===== src/rtl/gpm_pkg.sv =====
package gpm_pkg;
  localparam int PINS    = 32;
  localparam int ADDR_W  = 4;
  localparam int FSEL_W  = 2;
  localparam int PER_REG = PINS / FSEL_W;
  localparam int NFREG   = (PINS * FSEL_W) / PINS;

  typedef enum logic [ADDR_W-1:0] {
    A_LEVEL   = 4'd0,
    A_DIR     = 4'd1,
    A_SET     = 4'd2,
    A_CLR     = 4'd3,
    A_FUNC_LO = 4'd4,
    A_FUNC_HI = 4'd5,
    A_SLP_LVL = 4'd6,
    A_SLP_DIR = 4'd7,
    A_CTRL    = 4'd8,
    A_OUT     = 4'd9
  } addr_e;

  // bits written as one become one, others keep their value
  function automatic logic [PINS-1:0] apply_set(input logic [PINS-1:0] cur,
                                                input logic [PINS-1:0] m);
    return cur | m;
  endfunction

  // bits written as one become zero, others keep their value
  function automatic logic [PINS-1:0] apply_clr(input logic [PINS-1:0] cur,
                                                input logic [PINS-1:0] m);
    return cur & ~m;
  endfunction

  // which function register holds a pin, and where its field starts
  function automatic int freg_of(input int pin);
    return pin / PER_REG;
  endfunction

  function automatic int fbit_of(input int pin);
    return FSEL_W * (pin % PER_REG);
  endfunction

  function automatic logic addr_is(input logic [ADDR_W-1:0] a, input addr_e e);
    return a == ADDR_W'(e);
  endfunction
endpackage


===== src/rtl/gpm_regfile.sv =====
module gpm_regfile
  import gpm_pkg::*;
#(
  parameter logic [PINS-1:0] DIR_INV = '0
) (
  input  logic                    clk,
  input  logic                    rst_n,
  input  logic                    wr_en,
  input  logic [ADDR_W-1:0]       addr,
  input  logic [PINS-1:0]         wdata,
  input  logic                    sleep_enter,
  input  logic                    sleep_exit,
  output logic [PINS-1:0]         out_q,
  output logic [PINS-1:0]         dir_q,
  output logic [PINS*FSEL_W-1:0]  func_q,
  output logic [PINS-1:0]         slp_lvl_q,
  output logic [PINS-1:0]         slp_dir_q,
  output logic                    hold_q
);
  logic set_hit, clr_hit, dir_hit, slvl_hit, sdir_hit, ctrl_hit, hold_clr;

  assign set_hit  = wr_en && addr_is(addr, A_SET);
  assign clr_hit  = wr_en && addr_is(addr, A_CLR);
  assign dir_hit  = wr_en && addr_is(addr, A_DIR);
  assign slvl_hit = wr_en && addr_is(addr, A_SLP_LVL);
  assign sdir_hit = wr_en && addr_is(addr, A_SLP_DIR);
  assign ctrl_hit = wr_en && addr_is(addr, A_CTRL);
  assign hold_clr = ctrl_hit && wdata[0];

  // output register: sleep entry wins over set/clear strobes
  always_ff @(posedge clk or negedge rst_n) begin
    if (!rst_n)           out_q <= '0;
    else if (sleep_enter) out_q <= slp_lvl_q;
    else if (set_hit)     out_q <= apply_set(out_q, wdata);
    else if (clr_hit)     out_q <= apply_clr(out_q, wdata);
  end

  // direction register resets to the inversion mask: all pins inputs
  always_ff @(posedge clk or negedge rst_n) begin
    if (!rst_n)           dir_q <= DIR_INV;
    else if (sleep_enter) dir_q <= slp_dir_q;
    else if (dir_hit)     dir_q <= wdata;
  end

  always_ff @(posedge clk or negedge rst_n) begin
    if (!rst_n) begin
      slp_lvl_q <= '0;
      slp_dir_q <= '0;
    end else begin
      if (slvl_hit) slp_lvl_q <= wdata;
      if (sdir_hit) slp_dir_q <= wdata;
    end
  end

  // hold flag: sleep exit re-arms, write-one clears, exit wins
  always_ff @(posedge clk or negedge rst_n) begin
    if (!rst_n)          hold_q <= 1'b1;
    else if (sleep_exit) hold_q <= 1'b1;
    else if (hold_clr)   hold_q <= 1'b0;
  end

  // one storage word per function register
  for (genvar k = 0; k < NFREG; k++) begin : g_freg
    logic hit;
    assign hit = wr_en && (addr == ADDR_W'(int'(A_FUNC_LO) + k));
    always_ff @(posedge clk or negedge rst_n) begin
      if (!rst_n)   func_q[k*PINS +: PINS] <= '0;
      else if (hit) func_q[k*PINS +: PINS] <= wdata;
    end
  end
endmodule


===== src/rtl/gpm_pinmap.sv =====
module gpm_pinmap
  import gpm_pkg::*;
#(
  parameter logic [PINS-1:0] DIR_INV = '0
) (
  input  logic [PINS-1:0]         out_q,
  input  logic [PINS-1:0]         dir_q,
  input  logic [PINS*FSEL_W-1:0]  func_q,
  input  logic [PINS-1:0]         pad_in,
  input  logic                    hold_q,
  output logic [PINS-1:0]         pin_out,
  output logic [PINS-1:0]         pin_oe,
  output logic [PINS*FSEL_W-1:0]  pin_func,
  output logic [PINS-1:0]         level
);
  for (genvar p = 0; p < PINS; p++) begin : g_pin
    localparam int REG = p / PER_REG;
    localparam int BIT = FSEL_W * (p % PER_REG);
    assign pin_out[p] = out_q[p];
    assign pin_oe[p]  = dir_q[p] ^ DIR_INV[p];
    assign pin_func[p*FSEL_W +: FSEL_W] = func_q[REG*PINS + BIT +: FSEL_W];
    // receivers off while the hold flag is set
    assign level[p]   = pad_in[p] & ~hold_q;
  end
endmodule


===== src/rtl/gpm_rdmux.sv =====
module gpm_rdmux
  import gpm_pkg::*;
(
  input  logic                    clk,
  input  logic                    rst_n,
  input  logic                    rd_en,
  input  logic [ADDR_W-1:0]       addr,
  input  logic [PINS-1:0]         level,
  input  logic [PINS-1:0]         dir_q,
  input  logic [PINS*FSEL_W-1:0]  func_q,
  input  logic [PINS-1:0]         slp_lvl_q,
  input  logic [PINS-1:0]         slp_dir_q,
  input  logic                    hold_q,
  input  logic [PINS-1:0]         out_q,
  output logic [PINS-1:0]         rdata
);
  logic [PINS-1:0] rd_mux;

  always_comb begin
    rd_mux = '0;
    case (addr)
      A_LEVEL:   rd_mux = level;
      A_DIR:     rd_mux = dir_q;
      A_FUNC_LO: rd_mux = func_q[0 +: PINS];
      A_FUNC_HI: rd_mux = func_q[PINS +: PINS];
      A_SLP_LVL: rd_mux = slp_lvl_q;
      A_SLP_DIR: rd_mux = slp_dir_q;
      A_CTRL:    rd_mux = {{(PINS-1){1'b0}}, hold_q};
      A_OUT:     rd_mux = out_q;
      default:   rd_mux = '0;
    endcase
  end

  always_ff @(posedge clk or negedge rst_n) begin
    if (!rst_n)     rdata <= '0;
    else if (rd_en) rdata <= rd_mux;
  end
endmodule


===== src/rtl/gpio_pinmux_ctl.sv =====
module gpio_pinmux_ctl
  import gpm_pkg::*;
#(
  parameter logic [31:0] DIR_INV = 32'h0000_F000
) (
  input  logic        clk,
  input  logic        rst_n,
  input  logic        req,
  input  logic        we,
  input  logic [3:0]  addr,
  input  logic [31:0] wdata,
  output logic [31:0] rdata,
  input  logic        sleep_enter,
  input  logic        sleep_exit,
  input  logic [31:0] pad_in,
  output logic [31:0] pin_out,
  output logic [31:0] pin_oe,
  output logic [63:0] pin_func
);
  logic                   wr_en, rd_en;
  logic [PINS-1:0]        out_q, dir_q, slp_lvl_q, slp_dir_q, level;
  logic [PINS*FSEL_W-1:0] func_q;
  logic                   hold_q;

  assign wr_en = req && we;
  assign rd_en = req && !we;

  gpm_regfile #(.DIR_INV(DIR_INV)) regs_i (
    .clk(clk), .rst_n(rst_n), .wr_en(wr_en), .addr(addr), .wdata(wdata),
    .sleep_enter(sleep_enter), .sleep_exit(sleep_exit),
    .out_q(out_q), .dir_q(dir_q), .func_q(func_q),
    .slp_lvl_q(slp_lvl_q), .slp_dir_q(slp_dir_q), .hold_q(hold_q)
  );

  gpm_pinmap #(.DIR_INV(DIR_INV)) map_i (
    .out_q(out_q), .dir_q(dir_q), .func_q(func_q), .pad_in(pad_in),
    .hold_q(hold_q), .pin_out(pin_out), .pin_oe(pin_oe),
    .pin_func(pin_func), .level(level)
  );

  gpm_rdmux rd_i (
    .clk(clk), .rst_n(rst_n), .rd_en(rd_en), .addr(addr), .level(level),
    .dir_q(dir_q), .func_q(func_q), .slp_lvl_q(slp_lvl_q),
    .slp_dir_q(slp_dir_q), .hold_q(hold_q), .out_q(out_q), .rdata(rdata)
  );
endmodule


===== config.mk =====
export PLATFORM = sky130hd
export DESIGN_NAME = gpio_pinmux_ctl
export DESIGN_NICKNAME = d
export VERILOG_FILES = /design/src/rtl/gpm_pkg.sv /design/src/rtl/gpm_regfile.sv /design/src/rtl/gpm_pinmap.sv /design/src/rtl/gpm_rdmux.sv /design/src/rtl/gpio_pinmux_ctl.sv
export SDC_FILE = /design/constraint.sdc
export NUM_CORES = 1
export LEC_CHECK = 0
export ABC_CLOCK_PERIOD_IN_PS = 2050
export CAP_MARGIN = 10
export CORE_MARGIN = 1
export CORE_UTILIZATION = 54
export CTS_BUF_LIST = sky130_fd_sc_hd__clkbuf_8
export DETAILED_ROUTE_END_ITERATION = 16
export PLACE_DENSITY = 0.82
export SLEW_MARGIN = 20
export SYNTH_ARGS = -nofsm -noshare
export SYNTH_HDL_FRONTEND = slang
export SYNTH_HIERARCHICAL = 1
export SYNTH_SLANG_ARGS = --single-unit

===== constraint.sdc =====
create_clock -name clk -period 2.05 [get_ports clk]
set_input_delay 0.3075 -clock clk [delete_from_list [all_inputs] [get_ports clk]]
set_output_delay 0.3075 -clock clk [all_outputs]
set_load 0.005 [all_outputs]

### Word-level counts from Yosys, hierarchy flattened

Cells that the tools add are included.

* bits in registers: 225
* input port bits: 74
* logic and storage cells: 81

* equal/unequal tests: 9
* mux-type cells: 8
* bitwise operators: 40
* reductions and logical operators: 16

Operators with widths (number)
* 32-bit one-hot mux with 8 select lines: 1
* 32-bit 2-to-1 mux: 5
* 1-bit bitwise AND: 32
* 32-bit bitwise AND: 1
* 32-bit inverter: 1
* 32-bit bitwise OR: 1
* 4-bit by 3-bit equality test with 1-bit output (second input constant): 4
* 1-bit logical AND: 11
* 4-bit by 2-bit equality test with 1-bit output (second input constant): 2
* 4-bit equality test (second input constant): 2
* 1-bit inverter: 5
* 4-bit by 1-bit equality test with 1-bit output (second input constant): 1
* 4-bit zero test: 1
* 2-bit nonzero test: 2
* 3-bit nonzero test: 1
* 1-bit 2-to-1 mux: 2
* 1-bit zero test: 1

### Longest topological paths before layout

* depth after elaboration: 5
* gate-level depth with buffers: 7

### By module

Netlist, hierarchy kept.

Modules (own cells, without submodules)
* gpm_regfile: times used 1, cells an instance 597, area each 8304.2 um2, seq. area each 4835.9 um2
* gpm_rdmux: times used 1, cells an instance 342, area each 3532.1 um2, seq. area each 800.8 um2
* gpm_pinmap: times used 1, cells an instance 163, area each 1168.6 um2, seq. area each 0.0 um2
* gpio_pinmux_ctl: times used 1, cells an instance 2, area each 16.3 um2, seq. area each 0.0 um2

### Worst setup path after synthesis

Ideal clock, no wire load.

* path type: input to register
* from: input port req
* to: register regs_i.slp_lvl_q[10]
* arrival: 1.439 ns
* slack: 0.486 ns
* cell stages on the path: 6
* path buffers: 2
* cell sequence: and2_2 -> and2b_4 -> and4_1 -> buf_2 -> buf_6 -> mux2_4

* word-level cells in the longest chain between the ends: 2

RTL lines
* from (decl): line gpio_pinmux_ctl.sv:8 `input logic req,`
* 1-bit logical AND: line gpio_pinmux_ctl.sv:25 `assign wr_en = req && we;`
* 1-bit logical AND: line gpm_regfile.sv:25 `assign slvl_hit = wr_en && addr_is(addr, A_SLP_LVL);`
* to (signal assigned): line gpm_regfile.sv:50 `if (slvl_hit) slp_lvl_q <= wdata;`
* to (decl): line gpm_regfile.sv:16 `output logic [PINS-1:0] slp_lvl_q,`

No other way between the ends.
A chain may end at the register's enable or synchronous reset.

### Worst setup path after layout

* from: register regs_i.dir_q[14]
* to: output port pin_oe[14]

* word-level cells in the longest chain between the ends: 1

RTL lines
* from (decl): line gpm_regfile.sv:14 `output logic [PINS-1:0] dir_q,`
* from (signal assigned): line gpm_regfile.sv:41 `else if (sleep_enter) dir_q <= slp_dir_q;`
* from (signal assigned): line gpm_regfile.sv:42 `else if (dir_hit) dir_q <= wdata;`
* 1-bit inverter (no line)
* to (decl): line gpio_pinmux_ctl.sv:17 `output logic [31:0] pin_oe,`

No other way between the ends.

==> flow_results.org <==
** Critical path
- Reg-to-Reg Start :: regs_i/hold_q
- Crit path max fanout :: 3
- The critical path is of the flop to output port type.
- STA classifies the critical path endpoint as an output port.
- WP buf/inv :: 2
- For the worst setup path, the data arrival time is 1590 ps.
- Among all stages on the critical path, the largest delay is contributed by sky130_fd_sc_hd__dfstp_2.
- Top delay family on crit path :: flip-flops
- Walking the worst path, the cells encountered are inv_1 -> clkdlybuf4s50_1.
- In this design, the stage delay of the slowest critical-path cell is 540 ps.
- Setup slack of the most critical reg-to-reg path :: 360 ps
- Required time of the critical path :: about 1700 ps
- STA classifies the critical path startpoint as a flop.
- The endpoint identified for the worst register-to-register timing path is rd_i/rdata[1].
- The worst register-to-register path has a depth of 6.

** Routing
- WL final :: ~36000 um
- Detail-routed net length per standard cell :: between 20 and 25 um
- Total number of vias :: between 9000 and 10000
- In the routed design, unresolved DRC markers number 0.
- The count of nets left with antenna violations once routing finished came out at 0.
- After the first detailed-routing iteration, the DRC count stood at 680.
- Vias/cell :: ~5.8
- Detailed-routing iteration count for the pre-antenna-repair pass :: 5

** Placement
- Detailed-placement wirelength estimate :: 23520 um
- Final weighted congestion of routability-driven global placement :: roughly 0.84
- In this run the tool buffered the top-level ports with ~230 buffer cells.
- Summing all placed instances gives a cell area of approximately 15000 um2.

** CTS
- Total of cells resized after clock tree synthesis :: 0
- Max Buffers Root-to-Sink :: 3
- After clock tree synthesis, the flow added hold-fix buffers numbering 1.
- For the worst-skew pair, the clock arrives at the later sink with an insertion delay of approximately 530 ps.
- TritonCTS created 39 clock buffers.
- Clock slew at the register clock pins of the worst setup and hold paths :: 60 ps
- Postcts setup bufs :: 0
- Clk sinks :: ~230
- The H-tree generated during clock tree synthesis spans 2 levels.
- TritonCTS built the clock tree.
- Root buffer cell :: sky130_fd_sc_hd__clkbuf_8

** Yosys
- Area share of and/or/nand/nor cells after synthesis :: 0.08629
- Area leader, netlist :: sky130_fd_sc_hd__dfrtp_1
- List of most frequent post-synthesis cells :: 220 x sky130_fd_sc_hd__dfrtp_1, 129 x sky130_fd_sc_hd__buf_4, 99 x sky130_fd_sc_hd__mux2i_1, 89 x sky130_fd_sc_hd__mux2_4, 66 x sky130_fd_sc_hd__nor2b_1
- Most frequently used cell type in the post-synthesis netlist :: sky130_fd_sc_hd__dfrtp_1
- When the netlist entered floorplanning its net count stood at approximately 1200.
- Synthesis inferred 225 register bits.
- Synthesis warning total :: 6
- FFs w/ async S/R, synth :: 1.000
- After synthesis, the share of cell area in mux cells is 0.2384.
- By area, the combinational part of the netlist is dominated by multiplexers.
- By area the synthesized netlist is led by sky130_fd_sc_hd__dfrtp_1 42%, sky130_fd_sc_hd__mux2_4 10%, sky130_fd_sc_hd__mux2i_1 7.6%.
- Of the total synthesized cell area, the portion taken by XOR and XNOR cells is 0.
- The most used flip-flop cell after synthesis is sky130_fd_sc_hd__dfrtp_1.
- Gate Count Post-Synth :: 1104
- The share of the Yosys chip area taken by registers is 0.4329.
- After synthesis, the mean cell area works out to around 12 um2.
- The share of synthesized area in the top cell type comes to 0.4228.
- The synthesized design contains 0 enable-type register cells.
- Area share of fa/ha/maj cells after synthesis :: 0
- Yosys cell types :: just under 50
- Summing every instance area after synthesis gives 13020 um2.
- Complex-gate fraction of the synthesized area :: 0.1239

** Global routing
- GRT Resource Usage Total :: 0.2917
- The number of global-route vias before repair is between 9000 and 10000.
- Entering global routing, the biggest net connects 74 pins.
- First-pass GRT wire length :: approximately 55000 um
- The initial antenna violation count was 1.
- Total grt overflow :: 0

** Cells and area
- Number of nets at the end of the flow :: approximately 1300
- The area growth from synthesis to layout is 22.98%.
- After routing the design area is ~16000 um2.
- Of the cells placed in the final design, the portion with a size suffix greater than 1 is 0.2697.

** Timing
- For the pin with the worst max-slew slack, the measured transition is 584.0 ps.
- Hold is met by between 200 and 300 ps.
- Worst-case clock skew :: 13.42 ps
- Max Transition Viols Final :: 0
- Setup violations remaining at the end of the flow were counted as 0.
- Portion of the clock cycle consumed by the worst path in the final layout :: 0.9260
- Subtracting the final worst setup slack from the clock period gives 1898 ps.
- Measured against its own limit, the worst slew margin works out to 0.6106.
- Setup repair after global routing left no endpoint under its margin.
- Timing would allow up to approximately 530 MHz.
- The number of hold violations in the final report was 0.

** Worst hold path
- The worst hold path belongs to the class input pin to asynchronous set/reset pin.

** Floorplanning
- Die extent in y :: around 160 um
- Total Die Area :: between 20000 and 25000 um2
- The initial utilization of the core area, before any placement, comes to 0.5531.
- Count of pins on the block boundary :: about 230
- The core region is roughly 24000 um2.
- In this run the horizontal extent of the chip is between 150 and 200 um.
- The floorplan has 56 rows.

** Power
- P_leak :: between 7 and 8 nW
- VDD sags by at most 0.6357 mV.
- Dividing total power by cell area gives a power density of a little under 900 nW/um2.

** Status
- The flow ran to the end, and the final reports show no timing, DRC or antenna violations.

** Run
- Number of maximum-capacitance violations :: 0
-- power by group --
group,switching (W),leakage [nW],internal [W]
Sequential,0.000720,2.87,0.00525
Combinational,0.00127,3.89,0.00219
Clock,0.00183,0.480,0.00259
Total,0.00382,7.24,0.0100
-- how the worst max path moves through the flow --
stage	startpoint	endpoint	slack, ps	cells after the start
2_1_floorplan	req	regs_i/slp_lvl_q[10]	490	6
3_3_place_gp	addr[1]	rd_i/rdata[31]	-50	6
3_5_place_dp	addr[1]	rd_i/rdata[14]	-90	6
4_1_cts	regs_i/dir_q[14]	pin_oe[14]	140	2
5_1_grt	regs_i/dir_q[14]	pin_oe[14]	110	2
6_report	regs_i/dir_q[14]	pin_oe[14]	150	2
-- cell usage in the layout, fill, tap and decap left out, types with 2 or more instances in the layout --
master                            instances
sky130_fd_sc_hd__clkdlybuf4s50_1        229
sky130_fd_sc_hd__dfrtp_1                220
sky130_fd_sc_hd__mux2i_1                 99
sky130_fd_sc_hd__mux2_4                  89
sky130_fd_sc_hd__nor2b_1                 66
sky130_fd_sc_hd__mux2_2                  55
sky130_fd_sc_hd__clkbuf_8                54
sky130_fd_sc_hd__inv_1                   46
sky130_fd_sc_hd__a31oi_1                 33
sky130_fd_sc_hd__nand2_1                 32
sky130_fd_sc_hd__a221o_1                 32
sky130_fd_sc_hd__a21oi_1                 32
sky130_fd_sc_hd__nor3b_1                 30
sky130_fd_sc_hd__buf_12                  29
sky130_fd_sc_hd__a21oi_2                 29
sky130_fd_sc_hd__o221ai_2                29
sky130_fd_sc_hd__and2_1                  29
sky130_fd_sc_hd__buf_4                   28
sky130_fd_sc_hd__o21ai_0                 28
sky130_fd_sc_hd__mux2_1                  14
sky130_fd_sc_hd__nor2_1                   7
sky130_fd_sc_hd__o21ai_1                  5
sky130_fd_sc_hd__dfstp_2                  5
sky130_fd_sc_hd__clkinv_2                 4
sky130_fd_sc_hd__bufinv_16                2
sky130_fd_sc_hd__o32a_1                   2
sky130_fd_sc_hd__o22ai_1                  2
-- layer usage --
metal	GRT usage	vias to the layer above	part of all wire
met2	0.4802	412	0.48
li1	-	4063	-
met5	0	-	0
met3	0.05424	76	0.078
met1	0.3832	4671	0.41
met4	0.1073	0	0.028
-- through the flow --
stage | setup TNS (ps) | power, W | std cells | util | setup WS (ps)
floorplan | 0 | 0.008119 | 1104 | - | 486.2
global placement | -2068 | 0.009309 | 1506 | 0.6432 | -52.64
detailed placement | -4602 | 0.009456 | 1506 | 0.6432 | -91.68
CTS | 0 | 0.01390 | 1576 | 0.6801 | 135.3
global route | 0 | 0.01445 | 1577 | 0.6802 | 108.4
finish | 0 | 0.01384 | 1577 | 0.6802 | 151.6
-- cell families (layout without fill, tap and decap cells) --
family,count (synthesis),after routing
other cells,0,1
compound gates,197,197
flops,225,225
buf+inv,243,396
simple gates,182,182
mux,257,257
-- layout make-up --
class                   instances  area [um2]
clock buffers                  54       743.2
flip-flops and latches        225        5637
fillers                      1717        7530
multi-input cells             636        5863
diodes                          1       2.502
well taps                     319       399.1
repair buffers                288        3108
inverters                      39       146.4
clock inverters                15       113.9
No activity file was read; power rests on OpenSTA's default activity.
